===== src/rtl/blkc_pkg.sv =====
package blkc_pkg;
  localparam int WORD_W    = 32;
  localparam int BLK_W     = 64;
  localparam int KEY_WORDS = 6;

  localparam int OFS_KEY_TOP = 'h14;
  localparam int OFS_IV_LO   = 'h18;
  localparam int OFS_IV_HI   = 'h1C;
  localparam int OFS_CTRL    = 'h20;
  localparam int OFS_LEN     = 'h24;
  localparam int OFS_DAT_LO  = 'h28;
  localparam int OFS_DAT_HI  = 'h2C;
  localparam int OFS_REV     = 'h30;
  localparam int OFS_MASK    = 'h34;
  localparam int OFS_STAT    = 'h3C;
  localparam int OFS_IEN     = 'h40;

  localparam int CTL_CBC  = 4;
  localparam int CTL_TDES = 3;
  localparam int CTL_ENC  = 2;
  localparam int EV_IN    = 1;
  localparam int EV_OUT   = 2;
  localparam int MSK_DIN  = 5;
  localparam int MSK_DOUT = 6;
  localparam int MSK_GO   = 7;

  typedef enum logic [1:0] {
    ST_IDLE,
    ST_FILL,
    ST_CORE,
    ST_DRAIN
  } seq_state_e;
endpackage


===== src/rtl/blkc_key_bank.sv =====
module blkc_key_bank #(
  parameter int ADDR_W  = 8,
  parameter int N_WORDS = 6,
  parameter int TOP_OFS = 'h14
) (
  input  logic                   clk_i,
  input  logic                   rst_ni,
  input  logic                   we_i,
  input  logic [ADDR_W-1:0]      addr_i,
  input  logic [31:0]            wdata_i,
  output logic [N_WORDS*32-1:0]  key_o
);
  for (genvar i = 0; i < N_WORDS; i++) begin : g_word
    // pairs are stored high-half first, walking down from the top offset
    localparam int WORD_OFS = TOP_OFS - 4 * (i ^ 1);
    logic [31:0] word_q;
    always_ff @(posedge clk_i or negedge rst_ni) begin
      if (!rst_ni)                                          word_q <= '0;
      else if (we_i && addr_i == WORD_OFS[ADDR_W-1:0])      word_q <= wdata_i;
    end
    assign key_o[32*i +: 32] = word_q;
  end
endmodule


===== src/rtl/blkc_seq.sv =====
module blkc_seq
  import blkc_pkg::*;
#(
  parameter int LEN_W = 16
) (
  input  logic             clk_i,
  input  logic             rst_ni,
  input  logic             go_i,
  input  logic             len_we_i,
  input  logic [LEN_W-1:0] len_i,
  input  logic             din_we_i,
  input  logic             din_hi_i,
  input  logic [31:0]      din_i,
  input  logic             dout_take_i,
  input  logic             iv_we_i,
  input  logic             iv_hi_i,
  input  logic [31:0]      iv_i,
  input  logic             cbc_i,
  input  logic             enc_i,
  input  logic             done_i,
  input  logic [63:0]      result_i,
  output logic             in_ready_o,
  output logic             out_ready_o,
  output logic             busy_o,
  output logic [LEN_W-1:0] remain_o,
  output logic [63:0]      dout_o,
  output logic [63:0]      chain_o,
  output logic             start_o,
  output logic [63:0]      block_o,
  output logic             ev_in_o,
  output logic             ev_out_o
);
  localparam logic [LEN_W-1:0] BLK_BYTES = LEN_W'(BLK_W / 8);

  seq_state_e       state_q;
  logic [LEN_W-1:0] remain_q;
  logic [63:0]      din_q, dout_q, chain_q;
  logic             start_q;
  logic [LEN_W-1:0] remain_next;
  logic             launch, refill, finish;

  assign remain_next = remain_q - BLK_BYTES;
  assign launch  = (state_q == ST_IDLE) && go_i && (remain_q >= BLK_BYTES);
  assign finish  = (state_q == ST_DRAIN) && dout_take_i;
  assign refill  = finish && (remain_next >= BLK_BYTES);

  assign ev_in_o  = launch || refill;
  assign ev_out_o = (state_q == ST_CORE) && done_i;

  always_ff @(posedge clk_i or negedge rst_ni) begin
    if (!rst_ni) begin
      state_q  <= ST_IDLE;
      remain_q <= '0;
      din_q    <= '0;
      dout_q   <= '0;
      chain_q  <= '0;
      start_q  <= 1'b0;
    end else begin
      start_q <= 1'b0;
      if (len_we_i && state_q == ST_IDLE) remain_q <= len_i;
      if (din_we_i && state_q == ST_FILL) begin
        if (din_hi_i) din_q[63:32] <= din_i;
        else          din_q[31:0]  <= din_i;
      end
      if (iv_we_i) begin
        if (iv_hi_i) chain_q[63:32] <= iv_i;
        else         chain_q[31:0]  <= iv_i;
      end
      unique case (state_q)
        ST_IDLE:  if (launch) state_q <= ST_FILL;
        ST_FILL: begin
          if (din_we_i && din_hi_i) begin
            state_q <= ST_CORE;
            start_q <= 1'b1;
          end
        end
        ST_CORE: begin
          if (done_i) begin
            dout_q  <= result_i;
            state_q <= ST_DRAIN;
            if (cbc_i) chain_q <= enc_i ? result_i : din_q;
          end
        end
        ST_DRAIN: begin
          if (finish) begin
            remain_q <= remain_next;
            state_q  <= refill ? ST_FILL : ST_IDLE;
          end
        end
        default: state_q <= ST_IDLE;
      endcase
    end
  end

  assign in_ready_o  = (state_q == ST_FILL);
  assign out_ready_o = (state_q == ST_DRAIN);
  assign busy_o      = (state_q != ST_IDLE);
  assign remain_o    = remain_q;
  assign dout_o      = dout_q;
  assign chain_o     = chain_q;
  assign start_o     = start_q;
  assign block_o     = din_q;
endmodule


===== src/rtl/blkc_irq.sv =====
module blkc_irq (
  input  logic       clk_i,
  input  logic       rst_ni,
  input  logic       stat_we_i,
  input  logic       ien_we_i,
  input  logic       mask_we_i,
  input  logic [7:0] wdata_i,
  input  logic       ev_in_i,
  input  logic       ev_out_i,
  input  logic       in_ready_i,
  input  logic       out_ready_i,
  output logic [1:0] stat_o,
  output logic [1:0] ien_o,
  output logic [1:0] mask_o,
  output logic       go_o,
  output logic       irq_o,
  output logic       dma_in_req_o,
  output logic       dma_out_req_o
);
  import blkc_pkg::*;
  logic [1:0] stat_q, ien_q, mask_q;

  always_ff @(posedge clk_i or negedge rst_ni) begin
    if (!rst_ni) begin
      stat_q <= '0;
      ien_q  <= '0;
      mask_q <= '0;
    end else begin
      if (ien_we_i)  ien_q  <= {wdata_i[EV_OUT], wdata_i[EV_IN]};
      if (mask_we_i) mask_q <= {wdata_i[MSK_DOUT], wdata_i[MSK_DIN]};
      // new events win over a same-cycle acknowledge
      stat_q[0] <= ev_in_i  | (stat_q[0] & ~(stat_we_i & ~wdata_i[EV_IN]));
      stat_q[1] <= ev_out_i | (stat_q[1] & ~(stat_we_i & ~wdata_i[EV_OUT]));
    end
  end

  assign go_o          = mask_we_i && wdata_i[MSK_GO];
  assign stat_o        = stat_q;
  assign ien_o         = ien_q;
  assign mask_o        = mask_q;
  assign irq_o         = |(stat_q & ien_q);
  assign dma_in_req_o  = in_ready_i  & mask_q[0];
  assign dma_out_req_o = out_ready_i & mask_q[1];
endmodule


===== src/rtl/blkc_regfront.sv =====
module blkc_regfront
  import blkc_pkg::*;
#(
  parameter int ADDR_W    = 8,
  parameter int LEN_W     = 16,
  parameter int REV_MAJOR = 2,
  parameter int REV_MINOR = 5
) (
  input  logic              clk_i,
  input  logic              rst_ni,
  input  logic              wr_en_i,
  input  logic              rd_en_i,
  input  logic [ADDR_W-1:0] addr_i,
  input  logic [31:0]       wdata_i,
  output logic [31:0]       rdata_o,
  output logic              irq_o,
  output logic              dma_in_req_o,
  output logic              dma_out_req_o,
  output logic              core_start_o,
  output logic [63:0]       core_block_o,
  output logic [191:0]      core_key_o,
  output logic [63:0]       core_iv_o,
  output logic              core_cbc_o,
  output logic              core_tdes_o,
  output logic              core_enc_o,
  input  logic              core_done_i,
  input  logic [63:0]       core_result_i
);
  localparam logic [ADDR_W-1:0] A_IV_LO  = OFS_IV_LO[ADDR_W-1:0];
  localparam logic [ADDR_W-1:0] A_IV_HI  = OFS_IV_HI[ADDR_W-1:0];
  localparam logic [ADDR_W-1:0] A_CTRL   = OFS_CTRL[ADDR_W-1:0];
  localparam logic [ADDR_W-1:0] A_LEN    = OFS_LEN[ADDR_W-1:0];
  localparam logic [ADDR_W-1:0] A_DAT_LO = OFS_DAT_LO[ADDR_W-1:0];
  localparam logic [ADDR_W-1:0] A_DAT_HI = OFS_DAT_HI[ADDR_W-1:0];
  localparam logic [ADDR_W-1:0] A_REV    = OFS_REV[ADDR_W-1:0];
  localparam logic [ADDR_W-1:0] A_MASK   = OFS_MASK[ADDR_W-1:0];
  localparam logic [ADDR_W-1:0] A_STAT   = OFS_STAT[ADDR_W-1:0];
  localparam logic [ADDR_W-1:0] A_IEN    = OFS_IEN[ADDR_W-1:0];
  localparam logic [31:0] REV_WORD = {21'b0, REV_MAJOR[2:0], 2'b0, REV_MINOR[5:0]};

  logic [2:0]       mode_q;   // {cbc, tdes, enc}
  logic             in_ready, out_ready, busy, go;
  logic [LEN_W-1:0] remain;
  logic [63:0]      dout, chain;
  logic             ev_in, ev_out;
  logic [1:0]       stat, ien, mask;
  logic [31:0]      rd_mux;

  always_ff @(posedge clk_i or negedge rst_ni) begin
    if (!rst_ni)                          mode_q <= '0;
    else if (wr_en_i && addr_i == A_CTRL) mode_q <= wdata_i[CTL_CBC:CTL_ENC];
  end

  blkc_key_bank #(
    .ADDR_W (ADDR_W),
    .N_WORDS(KEY_WORDS),
    .TOP_OFS(OFS_KEY_TOP)
  ) u_keys (
    .clk_i  (clk_i),
    .rst_ni (rst_ni),
    .we_i   (wr_en_i),
    .addr_i (addr_i),
    .wdata_i(wdata_i),
    .key_o  (core_key_o)
  );

  blkc_seq #(.LEN_W(LEN_W)) u_seq (
    .clk_i      (clk_i),
    .rst_ni     (rst_ni),
    .go_i       (go),
    .len_we_i   (wr_en_i && addr_i == A_LEN),
    .len_i      (wdata_i[LEN_W-1:0]),
    .din_we_i   (wr_en_i && (addr_i == A_DAT_LO || addr_i == A_DAT_HI)),
    .din_hi_i   (addr_i == A_DAT_HI),
    .din_i      (wdata_i),
    .dout_take_i(rd_en_i && addr_i == A_DAT_HI),
    .iv_we_i    (wr_en_i && (addr_i == A_IV_LO || addr_i == A_IV_HI)),
    .iv_hi_i    (addr_i == A_IV_HI),
    .iv_i       (wdata_i),
    .cbc_i      (mode_q[2]),
    .enc_i      (mode_q[0]),
    .done_i     (core_done_i),
    .result_i   (core_result_i),
    .in_ready_o (in_ready),
    .out_ready_o(out_ready),
    .busy_o     (busy),
    .remain_o   (remain),
    .dout_o     (dout),
    .chain_o    (chain),
    .start_o    (core_start_o),
    .block_o    (core_block_o),
    .ev_in_o    (ev_in),
    .ev_out_o   (ev_out)
  );

  blkc_irq u_irq (
    .clk_i        (clk_i),
    .rst_ni       (rst_ni),
    .stat_we_i    (wr_en_i && addr_i == A_STAT),
    .ien_we_i     (wr_en_i && addr_i == A_IEN),
    .mask_we_i    (wr_en_i && addr_i == A_MASK),
    .wdata_i      (wdata_i[7:0]),
    .ev_in_i      (ev_in),
    .ev_out_i     (ev_out),
    .in_ready_i   (in_ready),
    .out_ready_i  (out_ready),
    .stat_o       (stat),
    .ien_o        (ien),
    .mask_o       (mask),
    .go_o         (go),
    .irq_o        (irq_o),
    .dma_in_req_o (dma_in_req_o),
    .dma_out_req_o(dma_out_req_o)
  );

  always_comb begin
    rd_mux = '0;
    unique case (addr_i)
      A_IV_LO:  rd_mux = chain[31:0];
      A_IV_HI:  rd_mux = chain[63:32];
      A_CTRL:   rd_mux = {27'b0, mode_q, in_ready, out_ready};
      A_LEN:    rd_mux = 32'(remain);
      A_DAT_LO: rd_mux = dout[31:0];
      A_DAT_HI: rd_mux = dout[63:32];
      A_REV:    rd_mux = REV_WORD;
      A_MASK:   rd_mux = {25'b0, mask, 5'b0};
      A_STAT:   rd_mux = {29'b0, stat, 1'b0};
      A_IEN:    rd_mux = {29'b0, ien, 1'b0};
      default:  rd_mux = '0;
    endcase
  end

  assign rdata_o     = rd_en_i ? rd_mux : '0;
  assign core_iv_o   = chain;
  assign core_cbc_o  = mode_q[2];
  assign core_tdes_o = mode_q[1];
  assign core_enc_o  = mode_q[0];
endmodule


===== config.mk =====
export PLATFORM = sky130hd
export DESIGN_NAME = blkc_regfront
export DESIGN_NICKNAME = d
export VERILOG_FILES = /design/src/rtl/blkc_pkg.sv /design/src/rtl/blkc_key_bank.sv /design/src/rtl/blkc_seq.sv /design/src/rtl/blkc_irq.sv /design/src/rtl/blkc_regfront.sv
export SDC_FILE = /design/constraint.sdc
export NUM_CORES = 1
export LEC_CHECK = 0
export ABC_AREA = 1
export ABC_CLOCK_PERIOD_IN_PS = 2100
export BUFFER_PORTS_ARGS = -buffer_cell sky130_fd_sc_hd__buf_2
export CORE_MARGIN = 2
export CORE_UTILIZATION = 54
export DETAILED_ROUTE_END_ITERATION = 8
export GPL_TIMING_DRIVEN = 0
export PLACE_DENSITY = 0.86
export SYNTH_ARGS = -nofsm -noshare
export SYNTH_HDL_FRONTEND = slang
export SYNTH_HIERARCHICAL = 1
export SYNTH_SLANG_ARGS = --single-unit

===== constraint.sdc =====
create_clock -name clk_i -period 2.1 [get_ports clk_i]
set_input_delay 0.21 -clock clk_i [delete_from_list [all_inputs] [get_ports clk_i]]
set_output_delay 0.21 -clock clk_i [all_outputs]
set_load 0.02 [all_outputs]

==> results of run 1 <==
registers in the layout, indices dropped and copies added (netlist names):
signal / count
u_seq/block_o: 64
u_irq/stat_o: 2
u_seq/dout_o: 64
u_irq/mask_o: 2
mode_q: 3
u_seq/remain_o: 16
u_seq/chain_o: 64
u_seq/start_o: 1
u_seq/state_q: 2
u_keys/g_word.word_q: 192
u_irq/ien_o: 2
per-layer routing:
metal | part of all wire (%) | vias up | track usage, %
met3 | 12 | 369 | 11.0
met5 | 0 | - | 0
met1 | 36 | 9709 | 54.3
met2 | 44 | 1658 | 66.0
li1 | - | 8924 | -
met4 | 7.1 | 0 | 24.8
Yosys cell counts:
master     number  share of area (%)
buf_1           4              0.078
nand4_1        16               0.52
o2bb2ai_1       1              0.045
buf_2          40                1.0
nor2_2         10               0.32
a21oi_1        27               0.70
and3_1          1              0.033
xor2_1          1              0.045
nand3b_1        2              0.078
a31oi_1        49                1.6
ha_1            6               0.39
buf_4          25               0.97
a221o_1         1              0.052
buf_6           8               0.47
inv_1         136                2.7
buf_8           1              0.078
clkbuf_1       66                1.3
a211oi_1       64                2.5
clkinv_2        2              0.052
nor2_4          6               0.35
nor3_1          4               0.10
nor4_1          1              0.033
nor2_8          1               0.10
and2_1         16               0.52
nand3_1       219                5.7
o21ai_0       127                3.3
a21oi_4         1              0.084
nor2_1        136                2.7
nand2_4         4               0.23
o22ai_1         1              0.033
nand2_1      1021                 20
dfrtp_1       412                 54
inv_2           9               0.18
mux2_2          3               0.18
nand2_2         6               0.19
report_power, final:
part / switching [mW] / internal [mW]
Clock: 3.31 / 5.20
Combinational: 3.28 / 1.64
Sequential: 1.20 / 9.27
kinds of logic after synthesis:
family | after synthesis | share of synthesized area [%]
buf+inv | 291 | 6.80
mux | 3 | 0.175
compound gates | 271 | 8.30
fa+ha+maj | 6 | 0.390
xor+xnor | 1 | 0.0455
flops | 412 | 53.5
simple gates | 1443 | 30.7
worst max-delay path: stages (launching register included):
cell and delay (ps):
dfrtp_2 420, ha_2 240, nand2_1 60, nand2_1 90
nor2_1 70, a21oi_1 220, buf_2 220
timing repair:
action	in CTS	in global routing
hold endpoints to repair	185	0
setup endpoints to repair	19	166
hold buffers	68	0
setup buffers	0	2
pin swaps	0	1
gates resized for setup	7	48
per-stage QoR:
stage | cell area (sq um) | instances
after detailed placement | 22300 | 3359
after floorplan | 19300 | 2427
after CTS | 24600 | 3505
after global routing | 24700 | 3508
after global placement | 22200 | 3355
final | 24700 | 3510
path summary, 6_finish.rpt:
kind	startpoint	endpoint	slack [ps]
setup / recovery	u_seq/state_q[0]$_DFFE_PN0P_	rdata_o[0]	20
max in group asynchronous	rst_ni	u_seq/dout_o[19]$_DFFE_PN0P_	620
hold reg to reg	u_keys/g_word[1].word_q[25]$_DFFE_PN0P_	u_keys/g_word[1].word_q[25]$_DFFE_PN0P_	470
hold / removal	core_result_i[35]	u_seq/dout_o[35]$_DFFE_PN0P_	30
min in group asynchronous	rst_ni	u_keys/g_word[5].word_q[11]$_DFFE_PN0P_	160
setup reg to reg	mode_q[0]$_DFFE_PN0P_	u_seq/chain_o[31]$_DFF_PN0_	40
layout make-up:
cell class | count | area share (%)
sequential | 412 | 41.8
multi-input combinational | 1724 | 31.1
timing repair buffer | 541 | 12.8
clock buffer | 60 | 5.11
buffer | 144 | 3.18
tap | 461 | 2.34
inverter | 147 | 2.25
clock inverter | 18 | 1.32
antenna | 3 | 0.0304
==> impl_metrics.ini, run 1 <==
[clock_network]
clk_pin_slew_ps = 60
cts_tree = done
clock_path_buffers = 3
cts.sinks = 412
clk_latency_ps = 560
cts-root-buf = clkbuf_16
cts_made_buffers = 44
htreeDepth = 2

[job]
maxCapViolCount = 0

[timing]
post-route-period-util_pct = 99.2
hold_violations = 0
setup_violations = 0
fmax_mhz = 480
fin_skew_ps = 12.7
rsz0062_at_grt = yes
whs_ps = 25.4
setup_slack_ps = 17.8
fin_tns_setup_ps = 0
post-route-min-period_ps = 2080
drv_slew = 0
relSlewSlack_pct = 46.7
worstMarginPinSlew_ps = 797

[floorplanning]
die-area_sq_um = 37200
core_sq_um = 35300
die_h_microns = 193
io_pins = 468
initial_core_util_pct = 54.5
fp.dieW_microns = 193
rows = 69

[logic_synthesis]
synth.avg_cell_area_sq_um = 7.93
synth-seq-area-share_pct = 53.5
synth_nets = 2542
synthCells = 2427
syn_area_sq_um = 19300
ys_seq_elements = 412
synth-warning-count = 6
yosysUniqueCellTypes = 35

[global_routing]
grt_pass1_wl_microns = 118000
grtUsageTotal_pct = 42.6
grt_pass1_vias = 19900
grt_antenna_before_repair = 1
grt-ovfl-total = 0
grt_max_degree = 103

[drt]
postRouteAntennaNets = 0
drt-initial-drc-count = 2937
drtPass1Iterations = 6
via_count = 20700
wl_per_cell_microns = 22.8
via_per_inst = 5.89
drcViolationCount = 0
drt_wl_total_microns = 80200

[setup_path]
cp-end-kind = output pin
setup.worst_path.start_class = register
cp.arrival_ps = 1870
path_class = reg2out
cp.required_ps = 1890
critPathMaxFanout = 5
ff2ff_path_depth = 6

[place]
gp_congestion = 1.04
dp_hpwl_microns = 59200
dpl_worst_slack_ps = -345
io_buffers = 467

[layout]
fillers = 2761
multi_input_area_sq_um = 7680
area_growth_pct = 28.1
final_cell_mix = 1020 x nand2_1, 507 x buf_2, 410 x dfrtp_1
final_common_cell = nand2_1
final_util_pct = 69.8
drive_gt1_share_pct = 22.8
nets = 3129
regArea_sq_um = 10300

[power]
p_total_mw = 23.9
power_density_nw_per_um2 = 969
leakage_nw = 14.0
ir_worst_vdd_uv = 772

[outcome]
outcome = completed

[worst_hold_path]
hp-class = in2reg
whs_path_depth = 3
No activity file was read; power rests on OpenSTA's default activity.
==> inputs of run 2 (changes only) <==
Settings changed: CORE_ASPECT_RATIO set to 1.25, RECOVER_POWER set to 50.
==> run 2 against run 1 <==
- the flow now finishes with violations (negative setup slack)
- power decreased by 4.1%
- count of clock-buffer cells in the layout increased by 4
- final cell count rose by 0.26%
- first-iteration DRC count decreased by 8.8%
- clock skew is 2.2 ps higher
==> impl_metrics.ini, run 2 (same netlist as run 1, synthesis figures left out) <==
[outcome]
violations = negative setup slack
outcome = complete, but fails checks

[layout]
final_common_cell = nand2_1
regArea_sq_um = 10300
area_growth_pct = 24.8
largest_reg_flops = 192
drive_gt1_share_pct = 14.0
final_area_sq_um = 24000
multi_input_area_sq_um = 7640
fillers = 3075
nets = 3123
final_cell_mix = 1021 x nand2_1, 411 x dfrtp_1, 306 x clkbuf_1
regMostFlops = u_keys/g_word.word_q

[setup_path]
path_class = reg2out
setup.worst_path.start_class = register
path_cells = inv_1 -> ha_2 -> nand2_1 -> nand2_1 -> nor2_1 -> a21oi_2 -> buf_2
crit_top_cell = nand2_1
critical_path.max_stage_delay_ps = 390
crit_path_top_delay_cell = dfrtp_1
cp-end-kind = output pin
critPathMaxFanout = 5
cp.required_ps = 1890
cp.arrival_ps = 1920

[place]
gp_congestion = 1.04
dp_hpwl_microns = 59300
io_buffers = 467
placed_cell_area_sq_um = 22300

[clock_network]
htreeDepth = 2
cts_tree = done
clock_path_buffers = 3
clk_latency_ps = 560
clk_pin_slew_ps = 60
cts-root-buf = clkbuf_16
cts.sinks = 412
cts_made_buffers = 42

[drt]
drt-initial-drc-count = 2679
postRouteAntennaNets = 0
drt_wl_total_microns = 79900
wl_per_cell_microns = 22.7
drcViolationCount = 0
drtPass1Iterations = 6
via_count = 20500
via_per_inst = 5.82

[power]
leakage_nw = 12.9
ir_worst_vdd_uv = 711
power_density_nw_per_um2 = 954

[global_routing]
grt-ovfl-total = 0
grt_pass1_vias = 19800
grt_antenna_before_repair = 5
grtUsageTotal_pct = 42.2
grt_max_degree = 124
grt_pass1_wl_microns = 120000

[timing]
post-route-min-period_ps = 2130
fin_skew_ps = 14.9
post-route-period-util_pct = 101
rsz0062_at_grt = yes
drv_slew = 0
fin_tns_setup_ps = -38.6
relSlewSlack_pct = 8.55
fmax_mhz = 470
hold_violations = 0
worstMarginPinSlew_ps = 1370
setup_violations = 2
setup_slack_ps = -26.4

[floorplanning]
die-area_sq_um = 37200
core_sq_um = 35300
io_pins = 468
die_h_microns = 215
rows = 77
initial_core_util_pct = 54.6
fp.dieW_microns = 173

[worst_hold_path]
hp-class = in2reg

[job]
maxCapViolCount = 0
==> run 2: changes by cell type in the layout (fill, tap and decap cells not counted), sizes merged <==
cell	previous run	this run
clkbuf	127	375
buf	550	305
bufinv	8	3
diode	3	6
dlygate4sd3	68	65
clkinv	9	7
clkinvlp	2	1
inv	146	147
==> run 2: stage by stage <==
step | utilization [%] | worst slack [ps] | hold slack [ps] | power, mW | cells
finish | 68.1 | -26.4 | 24.4 | 22.9 | 3519
floorplan | - | 410 | -85.6 | 12.9 | 2427
CTS | 69.0 | -25.2 | 4.82 | 22.8 | 3511
global route | 68.1 | -78.6 | 36.7 | 23.7 | 3519
detailed placement | 63.2 | -357 | 287 | 15.2 | 3371
global placement | 62.9 | -7170 | 424 | 15.0 | 3368
==> run 2: final timing paths <==
path	start	slack [ps]	to	cells after the start
max in group asynchronous	rst_ni	280	u_keys/g_word[2].word_q[25]$_DFFE_PN0P_	3
min reg2reg	u_keys/g_word[2].word_q[13]$_DFFE_PN0P_	470	u_keys/g_word[2].word_q[13]$_DFFE_PN0P_	2
min	wdata_i[22]	20	u_keys/g_word[2].word_q[22]$_DFFE_PN0P_	3
min in group asynchronous	rst_ni	510	u_keys/g_word[2].word_q[12]$_DFFE_PN0P_	2
max	u_seq/state_q[1]$_DFFE_PN0P_	-30	rdata_o[1]	7
max reg2reg	mode_q[0]$_DFFE_PN0P_	40	u_seq/chain_o[31]$_DFF_PN0_	6
==> run 2: layout make-up <==
type | instances | area share (%)
tap | 474 | 2.47
multi-input combinational | 1724 | 31.8
inverter | 147 | 2.31
antenna | 6 | 0.0625
buffer | 144 | 2.96
sequential | 412 | 42.9
clock buffer | 64 | 5.18
timing repair buffer | 537 | 11.7
clock inverter | 11 | 0.615
==> run 2: critical path, delay by kind of cell (launching register included) <==
kind,cells,cell delay (ps)
fa+ha+maj,1,260
compound gates,1,190
flops,1,390
buf+inv,2,320
simple gates,3,190
==> run 2: power breakdown <==
group	internal (mW)	total, mW	leakage, nW	switching, mW
clock network	4.47	7.64	0.680	3.17
logic	1.53	4.82	6.66	3.29
registers	9.26	10.5	5.52	1.19
==> run 2: routing by layer <==
metal  GRT usage, %  up-vias  share of wire [%]
met2           67.2     1498                 46
li1               -     8918                  -
met3           11.0      344                 11
met1           51.1     9705                 35
met4           26.7        2                7.4
met5              0        -              0.016
==> run 2: repair_timing <==
action,in CTS,in global routing
buffers inserted,0,2
hold endpoints to repair,198,0
setup endpoints to repair,47,136
gates resized for setup,8,27
hold buffers,65,0
